$ cat src/rtl/tmr_pkg.sv
// Package: shared constants and register index type for the dual-mode timer.
// Assumes a 32-bit register word; the fractional low bits are fixed zero.
package tmr_pkg;
    localparam int WORD_W = 32;

    typedef enum logic [1:0] {
        IDX_LIMIT_HI = 2'd0,
        IDX_COUNT_LO = 2'd1,
        IDX_SPARE    = 2'd2,
        IDX_STATUS   = 2'd3
    } reg_idx_e;
endpackage

$ cat src/rtl/tmr_count_core.sv
// Module: count register in tick units with a terminal compare.
// Assumes clear has priority over load, and load over a tick advance.
// The count wraps to zero on the tick whose next value equals term.
module tmr_count_core #(
    parameter int UNITS_W = 54
) (
    input  logic               clk,
    input  logic               rst_n,
    input  logic               clear,
    input  logic               load_en,
    input  logic [UNITS_W-1:0] load_val,
    input  logic               advance,
    input  logic [UNITS_W-1:0] term,
    output logic [UNITS_W-1:0] count,
    output logic               wrap
);
    logic [UNITS_W-1:0] next_cnt;

    // Next value and terminal detection
    always_comb begin
        next_cnt = count + UNITS_W'(1);
        wrap     = advance && !clear && !load_en && (next_cnt == term);
    end

    // Count register update
    always_ff @(posedge clk) begin
        if (!rst_n)       count <= '0;
        else if (clear)   count <= '0;
        else if (load_en) count <= load_val;
        else if (advance) count <= wrap ? '0 : next_cnt;
    end
endmodule

$ cat src/rtl/tmr_mode_ctl.sv
// Module: registers the mode input and flags its transitions.
// Assumes the mode input is synchronous to clk; reset takes counter mode.
module tmr_mode_ctl (
    input  logic clk,
    input  logic rst_n,
    input  logic user_mode,
    output logic mode_q,
    output logic enter_user,
    output logic leave_user
);
    // Transition detection against the registered mode
    always_comb begin
        enter_user = user_mode && !mode_q;
        leave_user = !user_mode && mode_q;
    end

    // Registered copy of the mode input
    always_ff @(posedge clk) begin
        if (!rst_n) mode_q <= 1'b0;
        else        mode_q <= user_mode;
    end
endmodule

$ cat src/rtl/tmr_read_mux.sv
// Module: read data selection for the dual-mode timer registers.
// Assumes CTR_W = HI_W - FRAC_W and LO_W = WORD_W - FRAC_W.
// Purely combinational; all side effects live in the top.
module tmr_read_mux
    import tmr_pkg::*;
#(
    parameter int FRAC_W  = 9,
    parameter int HI_W    = 31,
    parameter int LO_W    = 23,
    parameter int UNITS_W = 54,
    parameter int CTR_W   = 22
) (
    input  logic               user_mode,
    input  logic [1:0]         addr,
    input  logic [UNITS_W-1:0] count,
    input  logic [CTR_W-1:0]   limit_units,
    input  logic               reached,
    input  logic               run,
    input  logic [WORD_W-1:0]  lo_snap,
    input  logic               snap_valid,
    output logic [WORD_W-1:0]  lo_live,
    output logic [WORD_W-1:0]  rdata
);
    logic [WORD_W-1:0] hi_word;
    logic [WORD_W-1:0] ctr_word;
    logic [WORD_W-1:0] lim_word;
    reg_idx_e          idx;

    // Word views of the count, limit and status
    always_comb begin
        idx      = reg_idx_e'(addr);
        hi_word  = {reached, count[UNITS_W-1 -: HI_W]};
        lo_live  = {count[LO_W-1:0], {FRAC_W{1'b0}}};
        ctr_word = {reached, count[CTR_W-1:0], {FRAC_W{1'b0}}};
        lim_word = {1'b0, limit_units, {FRAC_W{1'b0}}};
    end

    // Mode-dependent register selection
    always_comb begin
        case (idx)
            IDX_LIMIT_HI: rdata = user_mode ? hi_word : lim_word;
            IDX_COUNT_LO: rdata = user_mode ? (snap_valid ? lo_snap : lo_live) : ctr_word;
            IDX_STATUS:   rdata = {{(WORD_W-1){1'b0}}, run};
            default:      rdata = '0;
        endcase
    end
endmodule

$ cat src/rtl/dual_mode_cpu_timer.sv
// Module: per-processor counter/timer with a limit-match mode and a
// 63-bit user counter mode selected by user_mode.
// Assumes single-cycle register strobes, never rd_en and wr_en together,
// and a synchronous active-low reset.
module dual_mode_cpu_timer
    import tmr_pkg::*;
#(
    parameter int FRAC_W = 9,
    parameter int HI_W   = 31
) (
    input  logic              clk,
    input  logic              rst_n,
    input  logic              tick,
    input  logic              user_mode,
    input  logic              wr_en,
    input  logic              rd_en,
    input  logic [1:0]        addr,
    input  logic [WORD_W-1:0] wdata,
    output logic [WORD_W-1:0] rdata,
    output logic              irq
);
    localparam int LO_W    = WORD_W - FRAC_W;
    localparam int UNITS_W = HI_W + LO_W;
    localparam int CTR_W   = HI_W - FRAC_W;

    logic               mode_q, enter_user, leave_user;
    logic [UNITS_W-1:0] count_q, load_val, term;
    logic               wrap, clear, user_load, advance;
    logic               wr_hi, wr_lo, wr_st, rd_hi, rd_lo, ctr_lim_wr;
    logic [CTR_W-1:0]   limit_q;
    logic               run_q, reached_q, irq_q, snap_valid_q, match_en;
    logic [WORD_W-1:0]  lo_snap_q, lo_live;

    // Register strobe decode
    always_comb begin
        wr_hi      = wr_en && (addr == IDX_LIMIT_HI);
        wr_lo      = wr_en && (addr == IDX_COUNT_LO);
        wr_st      = wr_en && (addr == IDX_STATUS);
        rd_hi      = rd_en && (addr == IDX_LIMIT_HI);
        rd_lo      = rd_en && (addr == IDX_COUNT_LO);
        ctr_lim_wr = wr_hi && !user_mode;
        user_load  = (wr_hi || wr_lo) && user_mode;
    end

    // Count control: load value, clear, advance gate and terminal
    always_comb begin
        if (wr_hi) load_val = {wdata[HI_W-1:0], count_q[LO_W-1:0]};
        else       load_val = {count_q[UNITS_W-1:LO_W], wdata[WORD_W-1:FRAC_W]};
        clear    = leave_user || ctr_lim_wr;
        advance  = tick && (!user_mode || run_q);
        match_en = user_mode || (limit_q != '0);
        if (user_mode)             term = '1;
        else if (limit_q == '0)    term = UNITS_W'({CTR_W{1'b1}});
        else                       term = UNITS_W'(limit_q);
    end

    tmr_mode_ctl u_mode (
        .clk        (clk),
        .rst_n      (rst_n),
        .user_mode  (user_mode),
        .mode_q     (mode_q),
        .enter_user (enter_user),
        .leave_user (leave_user)
    );

    tmr_count_core #(.UNITS_W(UNITS_W)) u_core (
        .clk      (clk),
        .rst_n    (rst_n),
        .clear    (clear),
        .load_en  (user_load),
        .load_val (load_val),
        .advance  (advance),
        .term     (term),
        .count    (count_q),
        .wrap     (wrap)
    );

    tmr_read_mux #(
        .FRAC_W  (FRAC_W),
        .HI_W    (HI_W),
        .LO_W    (LO_W),
        .UNITS_W (UNITS_W),
        .CTR_W   (CTR_W)
    ) u_rmux (
        .user_mode   (user_mode),
        .addr        (addr),
        .count       (count_q),
        .limit_units (limit_q),
        .reached     (reached_q),
        .run         (run_q),
        .lo_snap     (lo_snap_q),
        .snap_valid  (snap_valid_q),
        .lo_live     (lo_live),
        .rdata       (rdata)
    );

    // Limit and run bit storage
    always_ff @(posedge clk) begin
        if (!rst_n) begin
            limit_q <= '0;
            run_q   <= 1'b1;
        end else begin
            if (ctr_lim_wr) limit_q <= wdata[HI_W-1:FRAC_W];
            if (wr_st)      run_q   <= wdata[0];
        end
    end

    // Reached flag: set on a match, cleared by loads or a limit read
    always_ff @(posedge clk) begin
        if (!rst_n)                        reached_q <= 1'b0;
        else if (wrap && match_en)         reached_q <= 1'b1;
        else if (user_load)                reached_q <= 1'b0;
        else if (rd_hi && !user_mode)      reached_q <= 1'b0;
    end

    // Interrupt: raised only on a counter-mode limit match
    always_ff @(posedge clk) begin
        if (!rst_n)                                    irq_q <= 1'b0;
        else if (wrap && match_en && !user_mode)       irq_q <= 1'b1;
        else if (enter_user || ctr_lim_wr || (rd_hi && !user_mode))
                                                       irq_q <= 1'b0;
    end

    // Low-word snapshot taken by a user-mode high-word read
    always_ff @(posedge clk) begin
        if (!rst_n) begin
            lo_snap_q    <= '0;
            snap_valid_q <= 1'b0;
        end else if (rd_hi && user_mode) begin
            lo_snap_q    <= lo_live;
            snap_valid_q <= 1'b1;
        end else if (rd_lo || user_load || enter_user || leave_user) begin
            snap_valid_q <= 1'b0;
        end
    end

    assign irq = irq_q;
endmodule

$ cat config.mk
export PLATFORM = sky130hd
export DESIGN_NAME = dual_mode_cpu_timer
export DESIGN_NICKNAME = d
export VERILOG_FILES = /design/src/rtl/tmr_pkg.sv /design/src/rtl/tmr_count_core.sv /design/src/rtl/tmr_mode_ctl.sv /design/src/rtl/tmr_read_mux.sv /design/src/rtl/dual_mode_cpu_timer.sv
export SDC_FILE = /design/constraint.sdc
export NUM_CORES = 1
export LEC_CHECK = 0
export BUFFER_PORTS_ARGS = -buffer_cell sky130_fd_sc_hd__buf_4
export CORE_MARGIN = 8
export CORE_UTILIZATION = 35
export DETAILED_ROUTE_END_ITERATION = 10
export SYNTH_ARGS = -nofsm -noshare
export SYNTH_HDL_FRONTEND = slang
export SYNTH_HIERARCHICAL = 1
export SYNTH_SLANG_ARGS = --single-unit
export TNS_END_PERCENT = 100
$ cat constraint.sdc
create_clock -name clk -period 4.8 [get_ports clk]
set_clock_uncertainty 0.1 [all_clocks]
set_input_delay 1.44 -clock clk [delete_from_list [all_inputs] [get_ports clk]]
set_output_delay 1.44 -clock clk [all_outputs]
set_load 0.005 [all_outputs]
==> results list <==
- Setup total negative slack on the finished layout was measured at 0 ps.
- The library cells used most frequently in the layout, excluding fill and tap cells, are 220 x sky130_fd_sc_hd__buf_4, 206 x sky130_fd_sc_hd__nand2_1, 152 x sky130_fd_sc_hd__a21oi_1.
* Count of hold-fix buffers inserted at cts: 0
- TritonCTS built the clock tree.
- Clock latency on the worst-skew pair, taken at its later pin, is 430 ps.
* Antenna viol nets, final: 0
- Final Net Count: 1575
- Fillers: 2961
- Post-synthesis average cell area: 7.38 µm²
- Along the worst path, the maximum fanout reaches 44.
- Slowest stage delay, CP: 360 ps
- For the pin with the worst max-slew slack, the measured transition is 1210 ps.
- Area Growth Syn to Fin: 21.0%
* Final cell area excluding filler cells: 12800 µm²
* Initial core utilization: 0.356
- Largest net degree at the start of global routing: 63
- Yosys mapped the design onto 91 distinct sky130hd cell types.
* Part of the Yosys area used for sequential elements: 0.214
* Leading cell type in the layout, fill and taps excluded: sky130_fd_sc_hd__buf_4
- Die area: 36100 µm²
- Area used by sequential logic in the layout: 2260 µm²
* Maximum level of the CTS H-tree: 4
* Worst slew margin relative to its limit: 0.193
- In this run the critical register-to-register path is launched from u_core/count[1]$_SDFFE_PP0P_.
- Final-report max-slew violation count: 0
* Final Setup Violations: 0
- Placement row count: 63
* VDD IR max: 0.182 mV
- Instance area at placement: 12100 µm²
- By instance count, the cell type seen most on the critical path is sky130_fd_sc_hd__buf_4.
- In the synthesized netlist, the number of instances is 1434.
* Iteration-0 DRC Markers: 1373
- Measured along the y axis, the die boundary spans 190 µm.
- Clock-pin slew was measured on the worst setup and hold paths at 60 ps.
- After detailed routing, the number of remaining DRC violations is 0.
* Final HPWL DP: 36.7 mm
* Total number of vias: 11900
- From left edge to right edge, the die measures 190 µm.
- Grouping stages by cell kind, the critical path spends the most delay in buffers and inverters.
- For this run, asynchronously set or reset flops after synthesis account for 0.
- The path class of the tightest hold or removal check is reg2reg.
* Critical path startpoint: user_mode
- The pre-antenna-repair detailed-routing pass consisted of 6 iterations.
* Proportion of layout cells with a drive suffix above 1: 0.241
* Crit path DAT: 3090 ps
* Wire length reported by the detailed router: 48.0 mm
- In the routed layout, each cell is associated on average with a via count of 6.12.
- The slowest stage of the critical path belongs to the cell sky130_fd_sc_hd__a211oi_1.
- The number of antenna violations at the first check in global routing was 0.
- Among all flip-flop cells after synthesis, the most frequent one is sky130_fd_sc_hd__dfxtp_1.
* Series of cell instances along the critical path: buf_4, buf_4, buf_12, buf_6, nor2b_1, a211oi_1, a311oi_1, buf_4
- Global route total overflow: 0
- Required time reported for the critical path endpoint: 3260 ps
* Area used by multi-input combinational logic: 7470 µm²
- ANT cells: 0
- Count of endpoints failing hold in the final timing report: 0
* Post-synth EDFFs: 0
- Final RePlAce weighted congestion: 1.02
- Vias in the first global route: 11000
* Synth Register Bits: 113
- Clock tree synthesis inserted a total of 17 buffers.
- Once layout is complete, the utilization of the core stands at 0.431.
* Clock period minus worst slack: 4630 ps
* Sinks on the clock net: 113
* Static Leak: 4.68 nW
* Highest attainable clock frequency: 216 MHz
- The worst setup path is launched from a primary input.
- No sink is reached through more buffers than the 2 on the longest clock path.
- For this design the ratio of total power to cell area is 241 nW/µm².
- Max capacitance violation total: 0
- Across every metal layer, demand over resource in global routing totals 0.258.
* Library cell used as clock root buffer: sky130_fd_sc_hd__clkbuf_16
- Final routed wire length divided by cell count: 24.8 µm
- Area of the mapped netlist: 10600 µm²
- Number of port buffers: 72
- The worst setup path is captured at an output port.
* Post-route fraction of the period consumed by the critical path: 0.964
* Buffers plus inverters on the worst setup path: 5
- Core footprint: 29700 µm²
* Number of warnings reported in the yosys synthesis log: 6
- The first global-routing pass estimated 71.3 mm of wire.
- I/O pin count: 73
* Outcome: finished clean
- The worst setup path is of the in2out kind.
- Startpoint of the tightest hold check path: lo_snap_q[29]$_SDFFE_PN0P_
[final timing paths]
kind	slack (ps)	to	cells past startpoint
min	350	lo_snap_q[29]$_SDFFE_PN0P_	2
max reg2reg	240	u_core/count[50]$_SDFFE_PP0P_	14
max	170	rdata[27]	8
min reg2reg	350	lo_snap_q[29]$_SDFFE_PN0P_	2
[kinds of logic after synthesis]
family,share of synthesized area
simple gates,0.332
xor+xnor,0.0922
fa+ha+maj,0.00118
other cells,0.000354
flops,0.214
buf+inv,0.0871
mux,0.0615
compound gates,0.212
[layer usage]
layer / global-route usage / vias to the layer above / wire length, µm
met2: 0.391 / 674 / 20900
li1: - / 5423 / -
met4: 0.131 / 0 / 2350
met5: 0 / - / 0
met3: 0.0476 / 119 / 4540
met1: 0.346 / 5644 / 20200
[worst register-to-register path, delay by kind of cell, from the launching register on]
| family | cells | cell delay, ps |
|---|---|---|
| adder cells (fa/ha/maj) | 1 | 320 |
| buffers and inverters | 3 | 630 |
| XOR/XNOR | 1 | 110 |
| AND/OR/NAND/NOR | 7 | 2450 |
| flip-flops | 1 | 510 |
| AO/OA/AOI/OAI | 2 | 340 |
[flip-flops by register name, indices dropped and copies added, names as in the netlist]
register / count
u_core/count: 54
lo_snap_q: 32
limit_q: 22
irq: 1
reached_q: 1
run_q: 1
snap_valid_q: 1
u_mode/mode_q: 1
[area by class of cell]
class,instances,share of cell area
Multi-Input combinational cell,1149,0.583
Sequential cell,113,0.177
Timing Repair Buffer,231,0.145
Tap cell,390,0.0381
Clock buffer,20,0.0365
Clock inverter,12,0.0140
Inverter,22,0.00645
[stage by stage]
stage	total power [W]	cells	hold WS, ps	worst slack (ps)
CTS	0.00306	1935	355	91.6
global route	0.00317	1937	372	-30.9
finish	0.00308	1937	352	175
global placement	0.00165	1903	342	-267
floorplan	0.00139	1442	331	113
detailed placement	0.00166	1903	347	-323
[repair_timing]
item,4_1_cts,5_1_grt
endpoints found under the setup margin,0,4
gates resized for setup,0,7
setup buffers,0,2
[power breakdown]
group          switching (W)  internal, W  total [W]
sequential         0.0000364     0.000962   0.000999
clock               0.000505     0.000912    0.00142
combinational       0.000385     0.000279   0.000664
[cell usage after synthesis (25+ instances only)]
master | n | area share
sky130_fd_sc_hd__mux2_2 | 56 | 0.060
sky130_fd_sc_hd__buf_2 | 34 | 0.016
sky130_fd_sc_hd__nor2_1 | 41 | 0.015
sky130_fd_sc_hd__xor2_1 | 32 | 0.026
sky130_fd_sc_hd__clkbuf_1 | 74 | 0.026
sky130_fd_sc_hd__nand2_1 | 206 | 0.073
sky130_fd_sc_hd__nand3_1 | 74 | 0.035
sky130_fd_sc_hd__nor2b_1 | 40 | 0.024
sky130_fd_sc_hd__o21ai_0 | 41 | 0.019
sky130_fd_sc_hd__buf_4 | 40 | 0.028
sky130_fd_sc_hd__dfxtp_1 | 113 | 0.21
sky130_fd_sc_hd__a211oi_1 | 27 | 0.019
sky130_fd_sc_hd__nor3_1 | 33 | 0.016
sky130_fd_sc_hd__xnor2_1 | 56 | 0.046
sky130_fd_sc_hd__nand4_1 | 40 | 0.024
sky130_fd_sc_hd__a21oi_1 | 152 | 0.072
sky130_fd_sc_hd__a311oi_1 | 25 | 0.021
sky130_fd_sc_hd__nor4_1 | 39 | 0.023
sky130_fd_sc_hd__and3_1 | 36 | 0.021
Note: power is estimated with default switching activity, not from simulation.
